`src/rtl/i2c_rs_pkg.sv`:
```
package i2c_rs_pkg;

    typedef enum logic [3:0] {
        ST_IDLE,
        ST_ADDR,
        ST_ADDR_ACK,
        ST_REG,
        ST_REG_ACK,
        ST_WDATA,
        ST_WDATA_ACK,
        ST_RDATA,
        ST_RACK,
        ST_SKIP
    } rs_state_t;

    localparam int LINE_SCL = 0;
    localparam int LINE_SDA = 1;

endpackage

```
`src/rtl/i2c_rs_sync.sv`:
```
module i2c_rs_sync #(
    parameter int W      = 2,
    parameter int STAGES = 2
) (
    input  logic         clk,
    input  logic         rst_n,
    input  logic [W-1:0] din,
    output logic [W-1:0] lvl,
    output logic [W-1:0] rise,
    output logic [W-1:0] fall
);
    for (genvar g = 0; g < W; g++) begin : g_line
        // chain[STAGES-1] is the synchronised level, chain[STAGES] its delayed copy
        logic [STAGES:0] chain;

        always_ff @(posedge clk or negedge rst_n) begin
            if (!rst_n) chain <= '1;
            else        chain <= {chain[STAGES-1:0], din[g]};
        end

        assign lvl[g]  = chain[STAGES-1];
        assign rise[g] = chain[STAGES-1] & ~chain[STAGES];
        assign fall[g] = ~chain[STAGES-1] & chain[STAGES];
    end
endmodule

```
`src/rtl/i2c_rs_cond.sv`:
```
module i2c_rs_cond (
    input  logic scl_lvl,
    input  logic sda_rise,
    input  logic sda_fall,
    output logic start,
    output logic stop
);
    // data may only move while the clock is low; a move under a high clock frames the transfer
    assign start = sda_fall & scl_lvl;
    assign stop  = sda_rise & scl_lvl;
endmodule

```
`src/rtl/i2c_reg_slave.sv`:
```
module i2c_reg_slave #(
    parameter logic [6:0] DEV_ADDR    = 7'h69,
    parameter int         DW          = 8,
    parameter int         SYNC_STAGES = 2
) (
    input  logic          clk,
    input  logic          rst_n,
    input  logic          scl_i,
    input  logic          sda_i,
    output logic          sda_oe,
    output logic [DW-1:0] reg_addr,
    output logic [DW-1:0] reg_wdata,
    output logic          reg_we,
    output logic          reg_re,
    input  logic [DW-1:0] reg_rdata,
    output logic          stop_seen
);
    import i2c_rs_pkg::*;

    localparam int CW = $clog2(DW + 1);

    logic [1:0] lvl, rise, fall;
    logic       scl_lvl, sclr, sclf, sda_lvl, start, stop;

    rs_state_t     state, nstate;
    logic [CW-1:0] bcnt;
    logic [DW-1:0] sh, tx, ptr;
    logic          mack;
    logic          byte_done, addr_hit, frame_evt;

    i2c_rs_sync #(.W(2), .STAGES(SYNC_STAGES)) u_sync (
        .clk  (clk),
        .rst_n(rst_n),
        .din  ({sda_i, scl_i}),
        .lvl  (lvl),
        .rise (rise),
        .fall (fall)
    );

    assign scl_lvl = lvl[LINE_SCL];
    assign sclr    = rise[LINE_SCL];
    assign sclf    = fall[LINE_SCL];
    assign sda_lvl = lvl[LINE_SDA];

    i2c_rs_cond u_cond (
        .scl_lvl (scl_lvl),
        .sda_rise(rise[LINE_SDA]),
        .sda_fall(fall[LINE_SDA]),
        .start   (start),
        .stop    (stop)
    );

    assign frame_evt = start | stop;
    assign byte_done = (bcnt == CW'(DW));
    assign addr_hit  = (sh[DW-1:1] == DEV_ADDR);

    // next-state decision
    always_comb begin
        nstate = state;
        if (stop) begin
            nstate = ST_IDLE;
        end else if (start) begin
            nstate = ST_ADDR;
        end else begin
            unique case (state)
                ST_IDLE:      nstate = ST_IDLE;
                ST_ADDR:      if (sclf && byte_done) nstate = addr_hit ? ST_ADDR_ACK : ST_SKIP;
                ST_ADDR_ACK:  if (sclf) nstate = sh[0] ? ST_RDATA : ST_REG;
                ST_REG:       if (sclf && byte_done) nstate = ST_REG_ACK;
                ST_REG_ACK:   if (sclf) nstate = ST_WDATA;
                ST_WDATA:     if (sclf && byte_done) nstate = ST_WDATA_ACK;
                ST_WDATA_ACK: if (sclf) nstate = ST_WDATA;
                ST_RDATA:     if (sclf && bcnt == CW'(DW - 1)) nstate = ST_RACK;
                ST_RACK:      if (sclf) nstate = mack ? ST_RDATA : ST_SKIP;
                ST_SKIP:      nstate = ST_SKIP;
                default:      nstate = ST_IDLE;
            endcase
        end
    end

    // state register
    always_ff @(posedge clk or negedge rst_n) begin
        if (!rst_n) state <= ST_IDLE;
        else        state <= nstate;
    end

    // shift registers, bit counter and pointer
    always_ff @(posedge clk or negedge rst_n) begin
        if (!rst_n) begin
            bcnt <= '0;
            sh   <= '0;
            tx   <= '0;
            ptr  <= '0;
            mack <= 1'b0;
        end else if (frame_evt) begin
            bcnt <= '0;
        end else begin
            unique case (state)
                ST_ADDR, ST_REG, ST_WDATA: begin
                    if (sclr) begin
                        sh   <= {sh[DW-2:0], sda_lvl};
                        bcnt <= bcnt + 1'b1;
                    end else if (sclf && byte_done) begin
                        bcnt <= '0;
                        if (state == ST_REG)   ptr <= sh;
                        if (state == ST_WDATA) ptr <= ptr + 1'b1;
                    end
                end
                ST_ADDR_ACK: begin
                    if (sclf && sh[0]) begin
                        tx   <= reg_rdata;
                        ptr  <= ptr + 1'b1;
                        bcnt <= '0;
                    end
                end
                ST_RDATA: begin
                    if (sclf) begin
                        tx   <= {tx[DW-2:0], 1'b1};
                        bcnt <= bcnt + 1'b1;
                    end
                end
                ST_RACK: begin
                    if (sclr) mack <= ~sda_lvl;
                    if (sclf && mack) begin
                        tx   <= reg_rdata;
                        ptr  <= ptr + 1'b1;
                        bcnt <= '0;
                    end
                end
                default: ;
            endcase
        end
    end

    // outputs
    always_comb begin
        sda_oe = 1'b0;
        unique case (state)
            ST_ADDR_ACK, ST_REG_ACK, ST_WDATA_ACK: sda_oe = 1'b1;
            ST_RDATA:                              sda_oe = ~tx[DW-1];
            default:                               sda_oe = 1'b0;
        endcase
        reg_we    = (state == ST_WDATA) && sclf && byte_done && !frame_evt;
        reg_re    = sclf && !frame_evt &&
                    (((state == ST_ADDR_ACK) && sh[0]) || ((state == ST_RACK) && mack));
        reg_addr  = ptr;
        reg_wdata = sh;
        stop_seen = stop;
    end


    // ptr_step_chk
    ptr_step_chk: assert property (@(posedge clk) disable iff (!rst_n)
        (reg_we || reg_re) |=> (ptr == $past(ptr) + 1'b1));


    // reg_load_chk
    reg_load_chk: assert property (@(posedge clk) disable iff (!rst_n)
        (state == ST_REG && sclf && byte_done && !frame_evt) |=> (ptr == $past(sh) && !reg_we));


    // stop_idle_chk
    stop_idle_chk: assert property (@(posedge clk) disable iff (!rst_n)
        stop_seen |=> (state == ST_IDLE));


    // addr_miss_chk
    addr_miss_chk: assert property (@(posedge clk) disable iff (!rst_n)
        (state == ST_ADDR && sclf && byte_done && !addr_hit && !frame_evt) |=> (!sda_oe && state == ST_SKIP));


    // sda_edge_chk
    sda_edge_chk: assert property (@(posedge clk) disable iff (!rst_n)
        ((sda_oe != $past(sda_oe)) && !$past(frame_evt)) |-> !scl_lvl);

endmodule

```
`config.mk`:
```
export PLATFORM = sky130hd
export DESIGN_NAME = i2c_reg_slave
export DESIGN_NICKNAME = d
export VERILOG_FILES = /design/src/rtl/i2c_rs_pkg.sv /design/src/rtl/i2c_rs_sync.sv /design/src/rtl/i2c_rs_cond.sv /design/src/rtl/i2c_reg_slave.sv
export SDC_FILE = /design/constraint.sdc
export NUM_CORES = 1
export LEC_CHECK = 0
export BUFFER_PORTS_ARGS = -buffer_cell sky130_fd_sc_hd__clkbuf_2
export CORE_UTILIZATION = 37
export DETAILED_ROUTE_END_ITERATION = 10
export SETUP_SLACK_MARGIN = 0.4
export SLEW_MARGIN = 20
export SYNTH_ARGS = -nofsm -noshare
export SYNTH_HDL_FRONTEND = slang
export SYNTH_SLANG_ARGS = --single-unit
```
`constraint.sdc`:
```
create_clock -name clk -period 2.4 [get_ports clk]
set_input_delay 0.36 -clock clk [delete_from_list [all_inputs] [get_ports clk]]
set_output_delay 0.36 -clock clk [all_outputs]
set_load 0.005 [all_outputs]
```
# Word-level counts from Yosys, hierarchy flattened
# Cells that the tools add are included.
[op_classes]
n_addsub = 2
eq_ne = 29
mux = 32
bitwise = 13
reduce_logical = 25
[op_table]
columns = ["op", "count"]
rows = [
  ["8-bit two-way mux", 9],
  ["4-bit two-way mux", 17],
  ["8-bit one-hot mux with 3 select lines", 2],
  ["4-bit one-hot mux with 8 select lines", 1],
  ["4-bit inequality test, second input constant", 7],
  ["4-bit by 3-bit equality test with 1-bit output, second input constant", 5],
  ["4-bit one-hot mux with 4 select lines", 1],
  ["7-bit AND reduction", 2],
  ["4-bit equality test, second input constant", 3],
  ["3-bit inequality test, second input constant", 4],
  ["1-bit logical AND", 11],
  ["2-bit inequality test, second input constant", 5],
  ["5-bit AND reduction", 2],
  ["8-bit by 1-bit adder with 8-bit output, second input constant", 1],
  ["4-bit by 2-bit equality test with 1-bit output, second input constant", 2],
  ["7-bit equality test, second input constant", 1],
  ["1-bit bitwise AND", 6],
  ["1-bit NOT", 6],
  ["3-bit AND reduction", 2],
  ["3-bit nonzero test", 2],
  ["3-bit OR reduction", 2],
  ["5-bit nonzero test", 1],
  ["4-bit by 1-bit adder with 4-bit output, second input constant", 1],
  ["4-bit by 1-bit equality test with 1-bit output, second input constant", 1],
  ["7 further kinds", 7],
]
[word_totals]
ff_bits = 39
output_inout_bits = 20
word_cells = 109

# Longest topological paths before layout
# Gate-level depths: netlist of the first run.
[logic_depth]
depth_word = 7
mapped_depth = 8
mapped_depth_nobuf = 7

# Cells and area by module
# From an unflattened synthesis of the first run, not the netlist that was laid out.
[hier_totals]
hier_cells = 251
hier_area_um2 = 2378.5
[by_module_without_submodules]
columns = ["mod", "instances", "cells_per_inst", "area_per_inst_um2"]
rows = [
  ["i2c_reg_slave", 1, 237, 2158.3],
  ["i2c_rs_sync", 1, 12, 207.7],
  ["i2c_rs_cond", 1, 2, 12.5],
]

# Worst setup path after synthesis of the first run
# OpenSTA, ideal clock, no wires.
[synth_timing]
kind = "reg2reg"
startpoint = "reg u_sync.g_line[0].chain[1]"
endpoint = "reg bcnt[2]"
setup_ps = 95
arrival_time_ps = 1724
required_time_ps = 2305
slack_ps = 580
stages_incl_launch_ff = 7
synth_period_minus_slack_ps = 1820
cell_sequence = "dfstp_2 > buf_2 > nor2b_1 > a32oi_1 > a211oi_4 > nand2_1 > o32ai_2"
[synth_between]
elab_chain_len = 5
word_cells_on_any_way = 18
cone_classes = "eq/ne: 4; mux: 3; bitwise: 6; reduce/logical: 5"
[synth_lines]
columns = ["item", "line_no", "source"]
rows = [
  ["from (decl)", "i2c_rs_sync.sv:14", "logic [STAGES:0] chain;"],
  ["from (signal assigned)", "i2c_rs_sync.sv:18", "else chain <= {chain[STAGES-1:0], din[g]};"],
  ["1-bit NOT", "i2c_rs_sync.sv:23", "assign fall[g] = ~chain[STAGES-1] & chain[STAGES];"],
  ["1-bit bitwise AND", "i2c_rs_sync.sv:23", ""],
  ["1-bit logical AND, on equally long branches", "i2c_reg_slave.sv:103, i2c_reg_slave.sv:110, i2c_reg_slave.sv:124", ""],
  ["4-bit inequality test (no line) or 3-bit inequality test (tied branches)", "--", ""],
  ["5-bit AND reduction (no line)", "--", ""],
  ["to (signal assigned)", "i2c_reg_slave.sv:102", "bcnt <= bcnt + 1'b1;"],
  ["to (signal assigned)", "i2c_reg_slave.sv:119", "bcnt <= bcnt + 1'b1;"],
  ["to (decl)", "i2c_reg_slave.sv:26", "logic [CW-1:0] bcnt;"],
]
# Several ways; a longest one is shown, not always the timed one.
# A chain may end at the register's enable or synchronous reset.

# Final worst setup path of the first run
[layout_timing]
startpoint = "reg state[2]"
endpoint = "out reg_re"
[layout_between]
elab_chain_len = 4
word_cells_on_any_way = 6
cone_classes = "eq/ne: 2; reduce/logical: 4"
[layout_lines]
columns = ["item", "line_no", "source"]
rows = [
  ["from (decl)", "i2c_reg_slave.sv:25", "rs_state_t state, nstate;"],
  ["from (signal assigned)", "i2c_reg_slave.sv:84", "else state <= nstate;"],
  ["4-bit by 2-bit equality test with 1-bit output or 4-bit equality test (tied branches)", "i2c_reg_slave.sv:145", "(((state == ST_ADDR_ACK) && sh[0]) || ((state == ST_RACK) && mack));"],
  ["1-bit logical AND", "i2c_reg_slave.sv:145", ""],
  ["1-bit logical OR (*)", "i2c_reg_slave.sv:145", ""],
  ["1-bit logical AND (*)", "i2c_reg_slave.sv:144", "reg_re = sclf && !frame_evt &&"],
  ["to (decl)", "i2c_reg_slave.sv:14", "output logic reg_re,"],
]
# Mark *: on every way between the ends. The rest lies on a longest branch, timed or not.

==> reports/metrics.yaml, run 1 <==
vias: 2097
critPathKind: "register to output port"
maxSlewViolCount: 0
worst_pin_slew_ps: 570.0
synth_cells: 250
multi_input_area_um2: 1433
cp_slowest_cell: "dfrtp_4"
final_net_count: 320
wl_mm: 6.144
fin_cells: 383
syn_to_final_growth_pct: 25.37
p_int_mw: 2.036
ios: 32
max-cap-violations: 0
core_area_um2: 6350
antenna_found_initial: 0
place_inst: 350
avgSynthCellArea_um2: 9.704
htree_levels: 2
yosys.area.top_type: "dfrtp_1"
vdd_drop_max_uv: 545.6
synth_fp_nets: 265
cts.sinks: 39
utilization: 0.4790
p_sw_mw: 1.447
p_sw_frac: 0.4154
setup_violations: 0
path_cells: "nor4b_4 > buf_6 > a22oi_2 > nor2_1 > clkbuf_2"
port_buffers: 31
place_congestion: 0.8585
endpoint_kind: "output port"
p_per_area_nw_per_um2: 1145
place_area_um2: 2645
status: "finished clean"
p_clk_frac: 0.132
place_ws_ps: 257.3
yosysWarningCount: 0
synth_ff_type: "dfrtp_1"
synth_edf_count: 0
fin_ws_ps: 379.1
grt_setup_unrepaired: "true"
drive_above_1_share: 0.3889
hold_viol: 0
crit_arrival_ps: 1660
cts_made_buffers: 5
worst_ep_required_time_ps: 2040
start_util: 0.3821
grt_pass1_wl_mm: 9.453
clk_path_buf_depth: 2
yosysTopAreaCellShare: 0.3404
die_area_um2: 6885
overflow: 0
power_leakage_nw: 1.374
synth_cell_types: 60
synthArstFlopShare: 1.000
max_stage_delay_ps: 540
tns_ps: 0
synth.ff_latch_count: 39
dr.pass1.iters: 4
nFillCells: 583
root_buffer: "clkbuf_8"
cts_tree: "done"
place_hpwl_mm: 3.977
clock_latency_ps: 300
ant_nets: 0
synth_area_leaders: "dfrtp_1 (34%), dfstp_2 (6.5%), mux2_2 (5.6%)"
finClkSkew_ps: 7.404
wl_per_cell_um: 16.04
design_area_um2: 3042
routed_via_density: 5.475
fp.dieW_um: 82.98
max_freq_mhz: 494.8
grt_max_degree: 27
drt_iter0_markers: 185
fp.dieH_um: 82.98
combPwrFrac: 0.521
cp_max_fo: 6
rows: 29
grt_pass1_vias: 1843
fin_crit_sh: 0.8420
track_usage: 0.1730
seqPwrFrac: 0.348
cp-start-kind: "register"
p_total_mw: 3.483
syn_area_um2: 2426
diodes: 0
max_slew_margin: 0.6148
register_area_um2: 993.5
hold_class: "input port to register"
period_minus_slack_ps: 2021
ys_seq_area_frac: 0.4054
path_clk_slew_ps: 80
drc: 0
fin_hold_ws_ps: 140.3
==> cell families after synthesis <==
kind of cell,Yosys count,share of synthesized area
multiplexers,25,0.1114
AO/OA/AOI/OAI,68,0.1975
AND/OR/NAND/NOR,89,0.2140
flip-flops,39,0.4054
adder cells (fa/ha/maj),3,0.01547
XOR/XNOR,2,0.007222
buffers and inverters,24,0.04899
==> metal layers <==
metal  global-route usage  wire length (um)  up-vias
met5                    0                 0        -
met4              0.05329               135        0
met3              0.03777               367       14
met2               0.2541              2730       68
met1               0.2540              2911      989
li1                     -                 -     1026
==> power by group through the flow <==
| stage | Combinational (mW) | Sequential, mW | Clock [mW] |
|---|---|---|---|
| final | 1.81 | 1.21 | 0.459 |
| after floorplan | 1.11 | 1.09 | 0 |
| after CTS | 1.43 | 1.23 | 0.472 |
| after detailed placement | 1.32 | 1.27 | 0 |
| after global routing | 1.98 | 1.25 | 0.501 |
| after global placement | 1.30 | 1.26 | 0 |
==> layout by cell type, fill, tap and decap left out, drive strengths merged, types with 5 or more instances in the layout <==
cell type  instances
and3               5
clkbuf            39
mux2i             12
inv               10
and3b              5
nor2b              8
nand3             10
o21ai             16
a21oi             23
mux2              13
nand2             14
nor2              20
dfstp              6
buf               27
nand2b             6
dfrtp             33
==> critical path: cells and delay by family, from the launching register on <==
family                 cells  cell delay (ps)
buffers and inverters      2              280
AOI/OAI and AO/OA          1              100
DFF                        1              540
and+or+nand+nor            2              450
==> state kept, by name, summed over array words and instances (netlist names) <==
signal / flops
reg_addr: 8
reg_wdata: 8
tx: 8
u_sync.g_line.chain: 6
bcnt: 4
state: 4
mack: 1
==> path summary, 6_finish.rpt <==
path	from	endpoint	slack (ps)	cells after the start
max	state[2]	reg_re	380	5
min	sda_i	u_sync.g_line[1].chain[0]	140	1
max reg2reg	state[2]	bcnt[2]	400	7
min reg2reg	u_sync.g_line[1].chain[0]	u_sync.g_line[1].chain[1]	360	0
max in group asynchronous	rst_n	u_sync.g_line[1].chain[1]	1140	3
min in group asynchronous	rst_n	reg_addr[7]	530	2
==> layout make-up <==
class                   instances  share of cell area
clock inverters                 3            0.007816
clock buffers                   5             0.02262
flip-flops and latches         39              0.3266
well taps                      77             0.03167
repair buffers                 62              0.1292
multi-input cells             188              0.4710
inverters                       9             0.01111
==> cell usage after synthesis (all sizes together) (2+ instances only) <==
| cell | number |
|---|---|
| dfrtp | 33 |
| a21oi | 23 |
| nor2 | 20 |
| o21ai | 16 |
| buf | 14 |
| nand2 | 14 |
| mux2 | 13 |
| mux2i | 12 |
| nand3 | 10 |
| inv | 9 |
| nor2b | 8 |
| dfstp | 6 |
| nand2b | 6 |
| and3 | 5 |
| and3b | 5 |
| a22o | 4 |
| a22oi | 4 |
| nor3 | 4 |
| ha | 3 |
| a211oi | 2 |
| a31oi | 2 |
| and2 | 2 |
| nand3b | 2 |
| nor4b | 2 |
| o31ai | 2 |
| or3 | 2 |
| or4b | 2 |
==> what timing repair did <==
action,CTS,global route
buffers inserted,6,17
endpoints found under the hold margin,13,0
gates cloned,0,1
setup endpoints to repair,24,12
hold buffers,1,0
pin swaps,0,9
gates resized for setup,8,26
No activity file was read; power rests on OpenSTA's default activity.
==> run 2, diff against run 1 <==
==> constraint.sdc (replaced) <==
create_clock -name clk -period 1.7 [get_ports clk]
set_input_delay 0.255 -clock clk [delete_from_list [all_inputs] [get_ports clk]]
set_output_delay 0.255 -clock clk [all_outputs]
set_load 0.005 [all_outputs]
==> run 2 against run 1 <==
Core utilization increased by 10 points. Sequential power increased by 34%. Via count increased by 12%. Die area unchanged. Hold slack got worse by 110 ps. The run now ends with negative setup slack left.
==> reports/metrics.yaml, run 2 (same netlist as run 1, synthesis figures left out) <==
status: "finished, violations left"
violations: "negative setup slack"
path_clk_slew_ps: 80
hold_class: "input port to register"
crit_buf_inv: 3
drt_iter0_markers: 100
htree_levels: 2
maxSlewViolCount: 0
cts_tree: "done"
root_buffer: "clkbuf_8"
finClkSkew_ps: 8.695
wl_mm: 6.991
period_minus_slack_ps: 1881
grt_pass1_vias: 2368
power_leakage_nw: 1.705
nFillCells: 558
critPathKind: "register to output port"
clk_path_buf_depth: 2
max-cap-violations: 0
diodes: 0
grt_setup_unrepaired: "true"
core_area_um2: 6350
worst_pin_slew_ps: 518.5
hold_viol: 0
vdd_drop_max_uv: 979.2
clock_latency_ps: 300
fin_ws_ps: -181.2
drive_above_1_share: 0.5378
final_net_count: 371
grt_pass1_wl_mm: 11.47
utilization: 0.5797
cp_slowest_cell: "dfrtp_2"
p_per_area_nw_per_um2: 1550
place_hpwl_mm: 4.863
start_util: 0.3821
die_area_um2: 6885
endpoint_kind: "output port"
place_congestion: 0.8779
drc: 0
max_freq_mhz: 531.6
cts.sinks: 39
antenna_found_initial: 0
ios: 32
fp.dieW_um: 82.98
wl_per_cell_um: 16.11
port_buffers: 31
fp.dieH_um: 82.98
cp_top_family: "flip-flops"
fin_crit_sh: 1.107
cp_max_fo: 5
dr.pass1.iters: 4
track_usage: 0.2084
syn_to_final_growth_pct: 51.73
cp-start-kind: "register"
tns_ps: -3341
rows: 29
path_cells: "buf_6 > nor4b_4 > buf_4 > a22oi_2 > nor2_1 > buf_2"
grt_max_degree: 20
worst_ep_required_time_ps: 1440
cts_made_buffers: 5
setup_violations: 30
final_cell_mix: "buf_4 (64), dfrtp_1 (29), clkbuf_2 (28)"
max_stage_delay_ps: 470
place_area_um2: 3089
routed_via_density: 5.406
crit_arrival_ps: 1630
final_common_cell: "buf_4"
overflow: 0
max_slew_margin: 0.6543
design_area_um2: 3681
vias: 2346
ant_nets: 0
## run 2: cell types whose count changed in the layout (fill, tap and decap cells not counted), moves of 5 or more
| cell | before | now |
|---|---|---|
| buf_4 | 24 | 64 |
| mux2_2 | 12 | 6 |
| a21oi_2 | 1 | 7 |
| o21ai_0 | 15 | 10 |
| mux2_4 | 1 | 7 |
| a21oi_1 | 20 | 14 |
| buf_6 | 2 | 12 |
## run 2: worst reg2reg max path: cells and delay by family, from the launching register on
family / cells / cell delay, ps
and+or+nand+nor: 1 / 510
muxes: 1 / 300
DFF: 1 / 470
AOI/OAI and AO/OA: 2 / 340
buffers and inverters: 1 / 160
## run 2: final timing paths
path                       depth (start not counted)                       from  slack (ps)                         to
max                                                6                   state[0]        -180                     reg_re
min                                                1                      sda_i          30  u_sync.g_line[1].chain[0]
max reg2reg                                        5                   state[0]        -170                reg_addr[6]
min reg2reg                                        0  u_sync.g_line[1].chain[0]         360  u_sync.g_line[1].chain[1]
max in group asynchronous                          3                      rst_n         600  u_sync.g_line[1].chain[1]
min in group asynchronous                          2                      rst_n         460                reg_addr[6]
## run 2: final cells by class
type	count	area [um^2]	area share
multi-input combinational	188	1598	0.4341
sequential	39	988.4	0.2685
timing repair buffer	113	870.8	0.2366
tap	77	96.34	0.02617
clock buffer	5	68.82	0.01869
inverter	9	33.78	0.009177
clock inverter	3	25.02	0.006798
## run 2: timing repair
action,4_1_cts,5_1_grt
resized for setup,52,18
endpoints found under the hold margin,16,0
hold buffers,1,0
pin swaps,18,14
setup endpoints to repair,37,37
gates cloned,1,2
buffers inserted,12,8
## run 2: per-stage QoR
stage               std cells  power (mW)  hold WS, ps  setup WS [ps]
detailed placement        402       4.235        253.2         -218.5
global route              434       6.099        16.37         -260.6
finish                    434       5.706        33.22         -181.2
floorplan                 250       3.197       -40.59         -57.46
CTS                       424       5.420        22.31         -217.8
global placement          402       4.187        254.2         -163.9
## run 2: layer usage
layer	GRT usage	vias to the layer above	part of all wire
met5	0	-	0
met2	0.3472	64	0.49
met1	0.2793	1145	0.45
li1	-	1128	-
met4	0.05329	0	0.011
met3	0.03877	9	0.043
## run 2: where the power goes
part,internal [mW],switching (mW)
clock,0.293,0.359
combinational,1.85,1.58
sequential,1.26,0.359
